`config.mk`:
```
export PLATFORM = sky130hd
export DESIGN_NAME = fm_timer_status
export DESIGN_NICKNAME = d
export VERILOG_FILES = /design/src/rtl/fm_timer_pkg.sv /design/src/rtl/fm_timer_ctrl.sv /design/src/rtl/fm_timer_chan.sv /design/src/rtl/fm_timer_dp.sv /design/src/rtl/fm_timer_status.sv
export SDC_FILE = /design/constraint.sdc
export NUM_CORES = 1
export LEC_CHECK = 0
export BUFFER_PORTS_ARGS = -buffer_cell sky130_fd_sc_hd__buf_2
export CELL_PAD_IN_SITES_DETAIL_PLACEMENT = 2
export CELL_PAD_IN_SITES_GLOBAL_PLACEMENT = 2
export CORE_MARGIN = 1
export CORE_UTILIZATION = 39
export DETAILED_ROUTE_END_ITERATION = 16
export HOLD_SLACK_MARGIN = 0.08
export PLACE_DENSITY = 0.92
export SLEW_MARGIN = 20
export SYNTH_ARGS = -nofsm -noshare
export SYNTH_HDL_FRONTEND = slang
export SYNTH_SLANG_ARGS = --single-unit
```
`constraint.sdc`:
```
create_clock -name clk -period 4 [get_ports clk]
set_clock_uncertainty 0.05 [all_clocks]
set_input_delay 0.6 -clock clk [delete_from_list [all_inputs] [get_ports clk]]
set_output_delay 0.6 -clock clk [all_outputs]
set_load 0.005 [all_outputs]
```
`src/rtl/fm_timer_pkg.sv`:
```
package fm_timer_pkg;
  localparam int NUM_TIMERS = 2;
  localparam int DATA_W = 8;

  localparam logic [DATA_W-1:0] IDX_PRESET_A = 8'h02;
  localparam logic [DATA_W-1:0] IDX_PRESET_B = 8'h03;
  localparam logic [DATA_W-1:0] IDX_CONTROL  = 8'h04;

  localparam int BIT_CLEAR  = 7;
  localparam int BIT_MASK_A = 6;
  localparam int BIT_MASK_B = 5;
  localparam int BIT_RUN_A  = 0;
  localparam int BIT_RUN_B  = 1;

  typedef struct packed {
    logic [NUM_TIMERS-1:0] loadPreset;
    logic                  ctrlWr;
    logic                  clearAll;
    logic [NUM_TIMERS-1:0] runVal;
    logic [NUM_TIMERS-1:0] maskVal;
    logic [DATA_W-1:0]     data;
  } ctrl_strobes_t;
endpackage

```
`src/rtl/fm_timer_ctrl.sv`:
```
module fm_timer_ctrl
  import fm_timer_pkg::*;
(
  input  logic              wrEn,
  input  logic [DATA_W-1:0] wrIdx,
  input  logic [DATA_W-1:0] wrData,
  output logic              wrTaken,
  output ctrl_strobes_t     strobes
);
  logic hitA, hitB, hitCtl;

  always_comb begin
    hitA   = wrEn && (wrIdx == IDX_PRESET_A);
    hitB   = wrEn && (wrIdx == IDX_PRESET_B);
    hitCtl = wrEn && (wrIdx == IDX_CONTROL);
    wrTaken = hitA | hitB | hitCtl;

    strobes            = '0;
    strobes.data       = wrData;
    strobes.loadPreset = {hitB, hitA};
    strobes.clearAll   = hitCtl & wrData[BIT_CLEAR];
    strobes.ctrlWr     = hitCtl & ~wrData[BIT_CLEAR];
    strobes.runVal     = {wrData[BIT_RUN_B], wrData[BIT_RUN_A]};
    strobes.maskVal    = {wrData[BIT_MASK_B], wrData[BIT_MASK_A]};
  end
endmodule

```
`src/rtl/fm_timer_chan.sv`:
```
module fm_timer_chan #(
  parameter int STEP_US = 80,
  parameter int CNT_W   = 8
) (
  input  logic             clk,
  input  logic             rstN,
  input  logic             usTick,
  input  logic             loadPreset,
  input  logic [CNT_W-1:0] presetIn,
  input  logic             ctrlWr,
  input  logic             runIn,
  input  logic             maskIn,
  input  logic             clearAll,
  output logic             flagOut
);
  localparam int PRE_W = (STEP_US > 1) ? $clog2(STEP_US) : 1;
  localparam logic [PRE_W-1:0] PRE_LAST = PRE_W'(STEP_US - 1);

  logic [CNT_W-1:0] presetQ, cntQ;
  logic [PRE_W-1:0] preQ;
  logic             runQ, maskQ, flagQ;
  logic             startNow, countEn, stepNow, wrapNow;

  always_comb begin
    startNow = ctrlWr & runIn & ~runQ;
    countEn  = runQ & usTick & ~(ctrlWr & ~runIn);
    stepNow  = countEn & (preQ == PRE_LAST);
    wrapNow  = stepNow & (cntQ == '1);
  end

  always_ff @(posedge clk) begin
    if (!rstN) begin
      presetQ <= '0;
      cntQ    <= '0;
      preQ    <= '0;
      runQ    <= 1'b0;
      maskQ   <= 1'b0;
      flagQ   <= 1'b0;
    end else begin
      if (loadPreset) presetQ <= presetIn;
      if (ctrlWr) begin
        runQ  <= runIn;
        maskQ <= maskIn;
      end
      if (startNow) begin
        cntQ <= presetQ;
        preQ <= '0;
      end else if (countEn) begin
        preQ <= stepNow ? '0 : preQ + 1'b1;
        if (stepNow) cntQ <= wrapNow ? presetQ : cntQ + 1'b1;
      end
      if (clearAll || (ctrlWr && maskIn)) flagQ <= 1'b0;
      else if (wrapNow && !maskQ)         flagQ <= 1'b1;
    end
  end

  assign flagOut = flagQ;
endmodule

```
`src/rtl/fm_timer_dp.sv`:
```
module fm_timer_dp
  import fm_timer_pkg::*;
#(
  parameter int STEP_A_US      = 80,
  parameter int STEP_B_US      = 320,
  parameter bit TWO_OP_VARIANT = 1'b1
) (
  input  logic                  clk,
  input  logic                  rstN,
  input  logic                  usTick,
  input  ctrl_strobes_t         strobes,
  input  logic                  rdEn,
  output logic [NUM_TIMERS-1:0] flags,
  output logic [DATA_W-1:0]     statusOut
);
  localparam logic [2:0] LOW_BITS = TWO_OP_VARIANT ? 3'b110 : 3'b000;

  for (genvar t = 0; t < NUM_TIMERS; t++) begin : g_chan
    localparam int STEP = (t == 0) ? STEP_A_US : STEP_B_US;
    fm_timer_chan #(.STEP_US(STEP), .CNT_W(DATA_W)) u_chan (
      .clk       (clk),
      .rstN      (rstN),
      .usTick    (usTick),
      .loadPreset(strobes.loadPreset[t]),
      .presetIn  (strobes.data),
      .ctrlWr    (strobes.ctrlWr),
      .runIn     (strobes.runVal[t]),
      .maskIn    (strobes.maskVal[t]),
      .clearAll  (strobes.clearAll),
      .flagOut   (flags[t])
    );
  end

  logic [DATA_W-1:0] statusNow, statusQ;

  always_comb begin
    statusNow      = '0;
    statusNow[6]   = flags[0];
    statusNow[5]   = flags[1];
    statusNow[7]   = |flags;
    statusNow[2:0] = LOW_BITS;
  end

  always_ff @(posedge clk) begin
    if (!rstN)     statusQ <= '0;
    else if (rdEn) statusQ <= statusNow;
  end

  assign statusOut = statusQ;
endmodule

```
`src/rtl/fm_timer_status.sv`:
```
module fm_timer_status
  import fm_timer_pkg::*;
#(
  parameter int STEP_A_US      = 80,
  parameter int STEP_B_US      = 320,
  parameter bit TWO_OP_VARIANT = 1'b1
) (
  input  logic       clk,
  input  logic       rstN,
  input  logic       usTick,
  input  logic       wrEn,
  input  logic [7:0] wrIdx,
  input  logic [7:0] wrData,
  output logic       wrTaken,
  input  logic       rdEn,
  output logic [7:0] statusOut
);
  ctrl_strobes_t         strobes;
  logic [NUM_TIMERS-1:0] timerFlags;

  fm_timer_ctrl u_ctrl (
    .wrEn   (wrEn),
    .wrIdx  (wrIdx),
    .wrData (wrData),
    .wrTaken(wrTaken),
    .strobes(strobes)
  );

  fm_timer_dp #(
    .STEP_A_US     (STEP_A_US),
    .STEP_B_US     (STEP_B_US),
    .TWO_OP_VARIANT(TWO_OP_VARIANT)
  ) u_dp (
    .clk      (clk),
    .rstN     (rstN),
    .usTick   (usTick),
    .strobes  (strobes),
    .rdEn     (rdEn),
    .flags    (timerFlags),
    .statusOut(statusOut)
  );
endmodule

```
# --- Word level (Yosys, flattened, before mapping) ---
# Index checks and enable logic that the tools add are counted.
totals:
  output_inout_bits: 9
  ff_bits: 59
  inputBits: 21
op_classes:
  bitwise: 26
  addsub: 4
  muxes: 10
  n_eq_ne: 7
  reduce_logical: 22
ops:
  columns: ["op", "count"]
  rows:
  - ["$mux W8", 8]
  - ["$add A8 B1 Y8 const B", 2]
  - ["$and A1 B1 Y1", 16]
  - ["$eq A8 B2 Y1 const B", 2]
  - ["$eq A8 B8 Y1 const B", 2]
  - ["$reduce_or A2 Y1", 5]
  - ["$add A9 B1 Y9 const B", 1]
  - ["$eq A9 B9 Y1 const B", 1]
  - ["$mux W9", 1]
  - ["$eq A8 B3 Y1 const B", 1]
  - ["$not A1 Y1", 8]
  - ["$reduce_bool A2 Y1", 4]
  - ["$add A7 B1 Y7 const B", 1]
  - ["$eq A7 B7 Y1 const B", 1]
  - ["$logic_and A1 B1 Y1", 7]
  - ["$mux W7", 1]
  - ["$reduce_and A2 Y1", 2]
  - ["$logic_not A1 Y1", 2]
  - ["$logic_or A1 B1 Y1", 2]
  - ["$or A1 B1 Y1", 2]

# --- Logic depth before layout (Yosys ltp) ---
depth:
  ltp_word: 12
  mapped_depth: 7

# --- Hierarchy ---
# A second synthesis with hierarchy kept.
hier_totals:
  hier_cells: 336
  hier_area_um2: 2960.3
by_module_without_submodules:
  columns: ["module", "cells_per_inst", "area_each_um2", "instances", "seq_area_each_um2"]
  rows:
  - ["fm_timer_chan at u_dp.g_chan[1].u_chan", 150, 1373.8, 1, 560.5]
  - ["fm_timer_chan at u_dp.g_chan[0].u_chan", 142, 1226.2, 1, 520.5]
  - ["fm_timer_dp", 19, 182.7, 1, 80.1]
  - ["fm_timer_ctrl", 25, 177.7, 1, 0.0]

# --- Worst setup path before layout ---
# Ideal clock, no wire load.
synth_timing:
  kind: "in2reg"
  startpoint: "input wrIdx[5]"
  endpoint: "register u_dp.g_chan[1].u_chan.cntQ[5]"
  slack_ns: 1.785
  stages: 6
  required_ns: 3.830
  t_arrival_ns: 2.046
  path_cell_list: "or4_4 > nor4_4 > or2b_1 > buf_6 > a311oi_1 > a211o_1"
synth_between:
  elab_chain_len: 12
  elab_cells_between_ends: 17
synth_rtl:
  columns: ["item", "line_no", "source"]
  rows:
  - ["from (decl)", "fm_timer_status.sv:12", "input logic [7:0] wrIdx,"]
  - ["$eq A8 B3 Y1 (*)", "fm_timer_ctrl.sv:15", "hitCtl = wrEn && (wrIdx == IDX_CONTROL);"]
  - ["$logic_and A1 B1 Y1 (*)", "fm_timer_ctrl.sv:15", null]
  - ["$and A1 B1 Y1 (*)", "fm_timer_ctrl.sv:22", "strobes.ctrlWr = hitCtl & ~wrData[BIT_CLEAR];"]
  - ["$and A1 B1 Y1", "fm_timer_chan.sv:26", "countEn = runQ & usTick & ~(ctrlWr & ~runIn);"]
  - ["$not A1 Y1", "fm_timer_chan.sv:26", null]
  - ["$and A1 B1 Y1", "fm_timer_chan.sv:26", null]
  - ["$and A1 B1 Y1", "fm_timer_chan.sv:27", "stepNow = countEn & (preQ == PRE_LAST);"]
  - ["$and A1 B1 Y1", "fm_timer_chan.sv:28", "wrapNow = stepNow & (cntQ == '1);"]
  - ["$mux W8 (2 in series)", "fm_timer_chan.sv:50", "if (stepNow) cntQ <= wrapNow ? presetQ : cntQ + 1'b1;"]
  - ["$mux W8", "fm_timer_chan.sv:48", "end else if (countEn) begin"]
  - ["$mux W8", "fm_timer_chan.sv:45", "if (startNow) begin"]
  - ["to (signal assigned)", "fm_timer_chan.sv:46", "cntQ <= presetQ;"]
  - ["to (signal assigned)", "fm_timer_chan.sv:50", null]
  - ["to (decl)", "fm_timer_chan.sv:19", "logic [CNT_W-1:0] presetQ, cntQ;"]
# Every way passes the cells marked *; elsewhere a longest branch is shown, timed or not. The select of a mux whose other input is x is not followed.
# A chain may end at the register's enable or synchronous reset.

# --- Worst setup path after layout ---
layout_timing:
  startpoint: "input wrIdx[0]"
  endpoint: "register u_dp.g_chan[1].u_chan.preQ[0]"
layout_between:
  elab_chain_len: 8
  elab_cells_between_ends: 11
layout_rtl:
  columns: ["item", "line_no", "source"]
  rows:
  - ["$eq A8 B3 Y1 (*)", "fm_timer_ctrl.sv:15", null]
  - ["$logic_and A1 B1 Y1 (*)", "fm_timer_ctrl.sv:15", null]
  - ["$and A1 B1 Y1 (*)", "fm_timer_ctrl.sv:22", null]
  - ["$and A1 B1 Y1", "fm_timer_chan.sv:26", null]
  - ["$not A1 Y1", "fm_timer_chan.sv:26", null]
  - ["$and A1 B1 Y1", "fm_timer_chan.sv:26", null]
  - ["$and A1 B1 Y1", "fm_timer_chan.sv:27", null]
  - ["$mux W9", "fm_timer_chan.sv:49", "preQ <= stepNow ? '0 : preQ + 1'b1;"]
  - ["to (signal assigned)", "fm_timer_chan.sv:49", null]
  - ["to (decl)", "fm_timer_chan.sv:20", "logic [PRE_W-1:0] preQ;"]
# Every way passes the cells marked *; elsewhere a longest branch is shown, timed or not.

==> impl_results.md <==
- Status: completed
- Required time at the endpoint of the critical path: 4220 ps
- Drt drc: 0
- CTS tree: done
- Worst slew margin: 0.472
- Number of sinks handled by clock tree synthesis: 58
- Port bufs: 26
- Cts-stage hold buffer count: 0
- Area of the mapped netlist: 0.00299 mm^2
- Layout net count: 386
- Sequential cell area fraction in the yosys report: 0.388
- Number of placed instances, taps included: 449
- Detailed Route Iter0 Violations: 98
- Growth of design area from synthesis to finish: 10.9%
- Buffer cell driving the clock tree root: clkbuf_8
- Summed negative setup slack over all endpoints: 0 ps
- Largest fanout on the critical path: 14
- Global-route wire length before repair: 15700 um
- Floorplan die width: 89.6 um
- Post-synth ARST share: 0
- Number of buffers inserted during clock tree synthesis: 9
- Signal arrival time at the worst endpoint: 3080 ps
- Largest family of logic cells by synthesized area: simple AND/OR/NAND/NOR gates
- Number of levels the H-tree was split into: 3
- Min-delay worst type: flip-flop to flip-flop
- Placer Congestion: 0.849
- Final std cells w/o fill: 465
- Pre-antenna DRT Iters: 4
- Cells after Synth: 337
- Worst VDD drop: 0.249 mV
- Std cell rows: 31
- Vias: 2721
- Max-cap viol count: 0
- Remaining global-route overflow: 0
- Via count normalized by instance count: 5.85
- Share of the clock period used by the worst path after layout: 0.714
- Clk Latency, worst-skew pair: 340 ps
- Nature of the critical path startpoint: primary input
- Yosys warnings: 0
- Post-synthesis share of cell area spent on full adders, half adders and majority gates: 0.0167
- Max Slew Vio Count: 0
- Ant. Diodes: 0
- Total length of routed wires: 9670 um
- Primary FF master, synth: dfxtp_1
- Clock transition at path regs: 70 ps
- Number of failing setup endpoints in the final timing report: 0
- Proportion of synthesized area in mux cells: 0.0870
- Final min period: 2860 ps
- Final routed wire length divided by cell count: 20.8 um
- HPWL after detailed placement: 6420 um
- Post-route ant nets: 0
- Crit Path Category: primary input to flip-flop
- Number of gates resized after CTS: 0
- Simple-gate area share of the yosys netlist: 0.298
- Pre-CTS WS: 1010 ps
- Initial cell density of the core: 0.408
- Ports placed on the boundary: 30
- Power density of the placed cells: 337 mW/mm^2
- Vias in the first global route: 3047
- Kind of capture point of the worst setup path: flip-flop
- Final Worst Setup Slack: 1140 ps
- Unrepaired setup endpoints after global routing: no
- Post-synthesis share of cell area spent on xor and xnor gates: 0.0410
- Maximum number of buffers from clock root to sink: 2
- Die Span Y: 89.6 um
- FMAX: 350 MHz
- Total design power: 0.00112 W
- Synthesis-stage register bit count: 58
- Transition time at the pin with the least slew margin: 786 ps
- Average cell area after synthesis: 8.88 um^2
- Cell depth of the worst hold path: 1
- Total die area: 0.00803 mm^2
- Maximum number of pins on one net before global-route repair: 25
- Reg2reg path depth: 6
- Worst slack on hold paths: 422 ps
- Tot GR Track Use: 0.266
- Number of flops mapped to enable cells by yosys: 0
- Proportion of layout cells with a drive suffix above 1: 0.156
- Number of antenna violations at the first check in global routing: 0
- Post-synthesis compound-gate area fraction: 0.116
- Leakage component of the power: 1.36 nW
- Fin. Hold Viols: 0
- Netlist cell types: 57
- Number of buffers inserted by post-CTS setup repair: 0
- Core region area: 0.00733 mm^2
## cells in the final DEF (no fill, tap or decap), drive strengths merged, types with 2 or more instances in the layout
| master | n |
|---|---|
| nand4 | 11 |
| xor2 | 11 |
| and3 | 11 |
| nor4b | 3 |
| ha | 4 |
| nor4 | 7 |
| o31ai | 2 |
| xnor2 | 3 |
| nor2 | 51 |
| nand3b | 2 |
| o211a | 5 |
| and2 | 2 |
| a31oi | 6 |
| o211ai | 3 |
| and3b | 2 |
| clkbuf | 11 |
| or3b | 2 |
| a211o | 4 |
| or2b | 3 |
| nand3 | 15 |
| o21ai | 8 |
| a31o | 2 |
| o22ai | 4 |
| nand2 | 20 |
| clkinvlp | 2 |
| or4 | 3 |
| mux2i | 26 |
| buf | 28 |
| a21oi | 10 |
| nor3b | 3 |
| nor3 | 6 |
| conb | 3 |
| and4 | 4 |
| clkinv | 3 |
| dfxtp | 58 |
| inv | 9 |
| nor2b | 7 |
## path summary, 6_finish.rpt
path	startpoint	end	slack [ps]
worst min-delay path	u_dp.g_chan[1].u_chan.presetQ[5]$_SDFFE_PN0P_	u_dp.g_chan[1].u_chan.cntQ[5]$_SDFFE_PN0P_	420
worst max register to register	u_dp.g_chan[1].u_chan.preQ[0]$_SDFFE_PP0N_	u_dp.g_chan[1].u_chan.cntQ[7]$_SDFFE_PN0P_	1390
worst max-delay path	wrIdx[0]	u_dp.g_chan[1].u_chan.preQ[0]$_SDFFE_PP0N_	1140
worst min register to register	u_dp.g_chan[1].u_chan.presetQ[5]$_SDFFE_PN0P_	u_dp.g_chan[1].u_chan.cntQ[5]$_SDFFE_PN0P_	420
## where the power goes
part           switching [W]   total, W  internal [W]
registers        0.000000908   0.000579      0.000579
clock network       0.000250   0.000489      0.000238
logic              0.0000355  0.0000514     0.0000159
## synthesized netlist by cell type, types with 6 or more instances
cell | count | area share
a21oi_1 | 10 | 0.017
dfxtp_1 | 58 | 0.39
mux2i_1 | 26 | 0.087
nand4_1 | 11 | 0.023
a31oi_1 | 6 | 0.013
nand3_1 | 14 | 0.023
and3_1 | 10 | 0.021
nor2b_1 | 7 | 0.015
nand2_1 | 20 | 0.025
xor2_1 | 11 | 0.032
o21ai_0 | 7 | 0.012
inv_1 | 9 | 0.011
nor2_1 | 51 | 0.064
## flip-flops by register name, indices dropped and copies added, names as in the netlist
name	cells
u_dp.g_chan.u_chan.presetQ	16
u_dp.g_chan.u_chan.maskQ	2
u_dp.g_chan.u_chan.flagOut	2
u_dp.g_chan.u_chan.cntQ	16
u_dp.g_chan.u_chan.runQ	2
u_dp.statusOut	4
u_dp.g_chan.u_chan.preQ	16
## final cells by class
class / count / area, um^2
Clock buffer: 11 / 141
Clock inverter: 5 / 30.0
Fill cell: 826 / 4010
Inverter: 9 / 33.8
Multi-Input combinational cell: 255 / 1680
Sequential cell: 58 / 1160
Tap cell: 99 / 124
Timing Repair Buffer: 28 / 145
## metal layers
metal / global-route usage / wire (um) / vias to the layer above
met4: 0.117 / 216 / 0
met5: 0 / 0 / -
met2: 0.465 / 4910 / 66
met1: 0.321 / 4290 / 1371
met3: 0.0439 / 248 / 20
li1: - / - / 1264
## kinds of logic after synthesis
group	after synthesis
and+or+nand+nor	158
muxes	26
other	1
xor gates and xnor gates	14
buffers and inverters	26
DFF	58
AOI/OAI and AO/OA	50
adders and majority gates	4
## stage by stage
step                cell area (um^2)   util
floorplan                       3000      -
global placement                3150  0.429
detailed placement              3150  0.429
CTS                             3320  0.453
global route                    3320  0.453
finish                          3320  0.453
## worst max-delay path, cell delays in order
cell     delay [ps]
buf_2           130
nor3b_1         590
nand4_1         620
nand2_1         650
nand2_1         300
nor2_1          180
No activity file was read; power rests on OpenSTA's default activity.
